**src/rtl/bso_pkg.sv**
```systemverilog
package bso_pkg;

    typedef struct packed {
        logic live;   // counter has been aligned by a start pulse
        logic lsb;    // current bit position is a word's LSB
        logic sgn;    // current bit position is a word's sign bit
        logic first;  // position whose sum becomes result bit 0
    } bso_ctl_t;

    function automatic logic fa_par(input logic x, input logic y, input logic z);
        return x ^ y ^ z;
    endfunction

    function automatic logic fa_maj(input logic x, input logic y, input logic z);
        return (x & y) | (y & z) | (x & z);
    endfunction

endpackage

```
**src/rtl/bso_seq.sv**
```systemverilog
module bso_seq
    import bso_pkg::*;
#(
    parameter int WIDTH = 8
) (
    input  logic     clk_i,
    input  logic     rst_i,
    input  logic     start_i,
    output bso_ctl_t ctl_o
);
    localparam int PW = (WIDTH > 2) ? $clog2(WIDTH) : 1;
    localparam logic [PW-1:0] LAST = PW'(WIDTH - 1);
    localparam logic [PW-1:0] ONE  = PW'(1);

    logic [PW-1:0] phase_q;
    logic          live_q;

    // Phase register aligns with the operand register stage of bso_core.
    always_ff @(posedge clk_i) begin
        if (rst_i) begin
            phase_q <= '0;
            live_q  <= 1'b0;
        end else if (start_i) begin
            phase_q <= '0;
            live_q  <= 1'b1;
        end else if (live_q) begin
            phase_q <= (phase_q == LAST) ? '0 : phase_q + ONE;
        end
    end

    always_comb begin
        ctl_o.live  = live_q;
        ctl_o.lsb   = live_q && (phase_q == '0);
        ctl_o.sgn   = live_q && (phase_q == LAST);
        ctl_o.first = live_q && (phase_q == ONE);
    end

endmodule

```
**src/rtl/bso_core.sv**
```systemverilog
module bso_core
    import bso_pkg::*;
(
    input  logic     clk_i,
    input  logic     rst_i,
    input  logic     a_i,
    input  logic     b_i,
    input  bso_ctl_t ctl_i,
    output logic     a_q_o,
    output logic     b_q_o,
    output logic     sum_o,
    output logic     carry_o
);
    logic a_q, b_q, c_q;
    logic cin_gated;
    logic maj_in;
    logic maj_out;

    always_comb begin
        // carry clear at a word's LSB position
        cin_gated = ctl_i.lsb ? 1'b0 : c_q;
        // conditional inverter ahead of the majority term at the sign position
        maj_in    = cin_gated ^ ctl_i.sgn;
        sum_o     = fa_par(a_q, b_q, cin_gated);
        maj_out   = fa_maj(a_q, b_q, maj_in);
    end

    always_ff @(posedge clk_i) begin
        if (rst_i) begin
            a_q <= 1'b0;
            b_q <= 1'b0;
            c_q <= 1'b0;
        end else begin
            a_q <= a_i;
            b_q <= b_i;
            c_q <= maj_out;
        end
    end

    assign a_q_o   = a_q;
    assign b_q_o   = b_q;
    assign carry_o = c_q;

endmodule

```
**src/rtl/bso_out.sv**
```systemverilog
module bso_out
    import bso_pkg::*;
(
    input  logic     clk_i,
    input  logic     rst_i,
    input  bso_ctl_t ctl_i,
    input  logic     sum_i,
    input  logic     carry_i,
    output logic     res_o,
    output logic     mark_o
);
    logic seen_q, seen_d;
    logic res_q, mark_q;
    logic bit_sel;

    always_comb begin
        // At a word's LSB the held sign of the previous word replaces the sum.
        bit_sel = ctl_i.lsb ? carry_i : sum_i;
        seen_d  = seen_q | ctl_i.first;
    end

    always_ff @(posedge clk_i) begin
        if (rst_i) begin
            seen_q <= 1'b0;
            res_q  <= 1'b0;
            mark_q <= 1'b0;
        end else begin
            seen_q <= seen_d;
            res_q  <= seen_d ? bit_sel : 1'b0;
            mark_q <= ctl_i.first;
        end
    end

    assign res_o  = res_q;
    assign mark_o = mark_q;

endmodule

```
**src/rtl/bsadd_oscale.sv**
```systemverilog
module bsadd_oscale
    import bso_pkg::*;
#(
    parameter int WIDTH = 8
) (
    input  logic clk_i,
    input  logic rst_i,
    input  logic start_i,
    input  logic a_i,
    input  logic b_i,
    output logic res_o,
    output logic mark_o
);
    bso_ctl_t ctl;
    logic     a_q, b_q, sum, carry;

    bso_seq #(.WIDTH(WIDTH)) u_seq (
        .clk_i   (clk_i),
        .rst_i   (rst_i),
        .start_i (start_i),
        .ctl_o   (ctl)
    );

    bso_core u_core (
        .clk_i   (clk_i),
        .rst_i   (rst_i),
        .a_i     (a_i),
        .b_i     (b_i),
        .ctl_i   (ctl),
        .a_q_o   (a_q),
        .b_q_o   (b_q),
        .sum_o   (sum),
        .carry_o (carry)
    );

    bso_out u_out (
        .clk_i   (clk_i),
        .rst_i   (rst_i),
        .ctl_i   (ctl),
        .sum_i   (sum),
        .carry_i (carry),
        .res_o   (res_o),
        .mark_o  (mark_o)
    );

endmodule

```
**config.mk**
```make
export PLATFORM = sky130hd
export DESIGN_NAME = bsadd_oscale
export DESIGN_NICKNAME = d
export VERILOG_FILES = /design/src/rtl/bso_pkg.sv /design/src/rtl/bso_seq.sv /design/src/rtl/bso_core.sv /design/src/rtl/bso_out.sv /design/src/rtl/bsadd_oscale.sv
export SDC_FILE = /design/constraint.sdc
export NUM_CORES = 1
export LEC_CHECK = 0
export BUFFER_PORTS_ARGS = -buffer_cell sky130_fd_sc_hd__clkbuf_2
export CAP_MARGIN = 10
export CORE_AREA = 3 3 40 42
export DETAILED_ROUTE_END_ITERATION = 12
export DIE_AREA = 0 0 43 45
export HOLD_SLACK_MARGIN = 0.08
export PLACE_DENSITY = 0.61
export SKIP_LAST_GASP = 1
export SYNTH_ARGS = -nofsm -noshare
export SYNTH_HDL_FRONTEND = slang
export SYNTH_SLANG_ARGS = --single-unit
```
**constraint.sdc**
```tcl
create_clock -name clk_i -period 1.9 [get_ports clk_i]
set_input_delay 0.095 -clock clk_i [delete_from_list [all_inputs] [get_ports clk_i]]
set_output_delay 0.095 -clock clk_i [all_outputs]
set_load 0.03 [all_outputs]
```
==> flow_summary.toml <==
[place]
hpwlAfterDp_um = 500.7
placed_cell_area_um2 = 499.2
dpl.cell_count = 68
globalplace.congestion = 0.7770
io_buffer_count = 6

[synthesis]
syn_avg_cell_area_um2 = 9.462
synth_top_area_cell = "dfxtp_1"
synth_edf_count = 0
syn_nets = 58
yosysSeqAreaShare_pct = 44.08
synth_top_area_share_pct = 44.08
synth_ff_type = "dfxtp_1"
yosysMostFrequentCell = "dfxtp_1"
synth-async-reset-ratio_pct = 0
netlist_area_um2 = 454.2
ys_top_cells_by_count = "dfxtp_1 (10), inv_1 (6), ha_1 (5), nor2_1 (4), nor3_1 (4)"
yosys_warnings = 0
synthTopCellsByArea = "dfxtp_1 (44%), ha_1 (14%), inv_1 (5.0%), nor3_1 (4.4%), nor2b_1 (4.1%)"
ys_ff_latch = 10
synth.distinct_cells = 22
syn-instance-count = 48

[routing]
wl_per_cell_um = 9.747
drt_iter0_drc = 0
dr.max_layer_used = "met3"
antenna_left = 0
dr_wl_met3_um = 51
via_count = 349
wl_met2_um = 303
wl_um = 731
vias_per_cell = 4.653
first_pass_iters = 1
drc = 0
wl_met1_um = 376

[worst_setup_path]
rr_worst_depth = 5
arrival_ns = 1.62
r2r_slack_ns = 0.45
cp_max_fo = 5
startpoint_type = "flip-flop"
cp-startpoint = "u_seq.phase_q[0]"
end_kind = "flip-flop"
r2r-start = "u_seq.phase_q[0]"
endpoint = "u_out.res_o"
worstReg2RegEnd = "u_out.res_o"
critPathKind = "reg -> reg"
worstPathRequired_ns = 2.08

[power]
p_comb_share_pct = 7.9
p_seq_share_pct = 50.1
peakVddDrop_mv = 0.4719
p_clk_share_pct = 41.9
power_per_cell_area_nw_per_um2 = 783.6
power.switching_mw = 0.09275
power_mw = 0.4432
internal_power_mw = 0.3504
p_leak_nw = 0.2523
swShare_pct = 20.93

[cells_and_area]
stdcell_area_um2 = 565.5
layout.nets = 71
area_delta_synth_final_pct = 24.52
drive_gt1_share_pct = 20.00
final_cells = 75
diodes = 0
utilization_pct = 44.01

[worst_hold_path]
holdCritStartpoint = "rst_i"
hp-class = "in -> reg"

[cts]
cts_sinks = 10
clk_pin_slew_worst_paths_ns = 0.06
cts_root_buf = "clkbuf_4"
cts-htree-levels = 1
clkLatencyLatePin_ns = 0.26
numCtsBuffers = 3
cts_tree = "done"
post_cts_buffers = 0
cts_buffer_depth = 2

[timing]
worst_pin_slew_ns = 0.2655
finalSetupViolCount = 0
post-route-period-util_pct = 76.09
period_needed_ns = 1.446
maxSlewViolCount = 0
setup_tns_ns = 0
timing.fmax_mhz = 691.7
slew_headroom_pct = 82.28
finalClockSkew_ns = 0.001393
finalHoldViolCount = 0
rsz0062_at_grt = "false"

[die]
io_pins = 7
placementRows = 13
die_x_um = 43
start_util_pct = 35.35
core_region_area_um2 = 1285
die_area_um2 = 1935
die_y_um = 45

[outcome]
status = "finished clean"

[global_route]
antenna_found_initial = 0
first_global_vias = 300
overflow = 0
grt_max_degree = 11
grt_pass1_wl_um = 1228
track_usage_pct = 9.038

[run]
max-cap-violations = 0
## per-stage QoR
step           hold WS, ns  worst slack (ns)
2_1_floorplan       0.1743            0.5553
3_3_place_gp        0.3041            0.4936
3_5_place_dp        0.3111            0.4746
4_1_cts             0.1308            0.4526
5_1_grt             0.1451            0.3354
6_report            0.1616            0.4543
## repair_timing
action,in CTS,in global routing
resized for setup,0,0
hold endpoints to repair,5,0
hold buffers,3,0
## power by group through the flow
stage,clock network (mW),registers [mW],logic (mW)
after floorplan,0,0.226,0.0208
after global placement,0,0.227,0.0296
after detailed placement,0,0.227,0.0300
after CTS,0.197,0.222,0.0351
after global routing,0.209,0.223,0.0404
final,0.186,0.222,0.0351
## cell families (layout without fill, tap and decap cells)
kind of cell    count (synthesis)  in the layout  share of synthesized area, %
buf+inv                         7             19                         5.784
fa+ha+maj                       5              5                         13.77
flops                          10             10                         44.08
compound gates                  7              7                         11.02
mux                             1              1                         2.204
simple gates                   18             18                         23.14
## placed cells by master, fill, tap and decap left out
cell,netlist,routed
nand2b_1,1,1
dlygate4sd3_1,0,3
dfxtp_1,10,10
a211o_1,1,1
or3_1,1,1
mux2i_1,1,1
clkbuf_2,0,6
nor3_1,4,4
inv_1,6,6
and3b_2,1,1
nand2_1,1,1
nor2b_1,3,3
clkbuf_4,0,3
nor2_1,4,4
ha_1,5,5
and3b_1,1,1
a2bb2oi_1,1,1
nor3b_1,1,1
a31oi_1,1,1
a21oi_1,1,1
a311oi_1,1,1
a211oi_1,1,1
o21ai_0,1,1
clkbuf_8,0,1
and2b_2,1,1
## sequential cells by signal (all words and copies together) (netlist names)
signal / cells
u_out.res_o: 1
u_out.mark_o: 1
u_out.seen_q: 1
u_seq.phase_q: 3
u_core.carry_o: 1
u_seq.live_q: 1
u_core.a_q_o: 1
u_core.b_q_o: 1
## layout make-up
cell class | instances | area, µm²
Tap cell | 15 | 18.77
Fill cell | 127 | 719.4
Multi-Input combinational cell | 31 | 227.7
Timing Repair Buffer | 9 | 60.06
Inverter | 6 | 22.52
Sequential cell | 10 | 200.2
Clock buffer | 4 | 36.28
## how the worst min path moves through the flow
stage                       end  cells after the start  slack, ns
2_1_floorplan  u_seq.phase_q[0]                      1       0.17
3_3_place_gp       u_core.b_q_o                      2       0.30
3_5_place_dp       u_core.b_q_o                      2       0.31
4_1_cts            u_core.b_q_o                      2       0.13
5_1_grt            u_core.b_q_o                      2       0.15
6_report           u_core.a_q_o                      2       0.16
## worst max-delay path: stages (launching register included)
cell	delay (ns)
dfxtp_1	0.40
inv_1	0.06
ha_1	0.20
and3b_1	0.17
or3_1	0.30
a211oi_1	0.23
## routing by layer
metal / track usage (%) / up-vias
li1: - / 188
met1: 10.02 / 152
met2: 12.87 / 9
met3: 7.171 / 0
met4: 3.614 / 0
met5: 0 / -
Note: power is estimated with default switching activity, not from simulation.
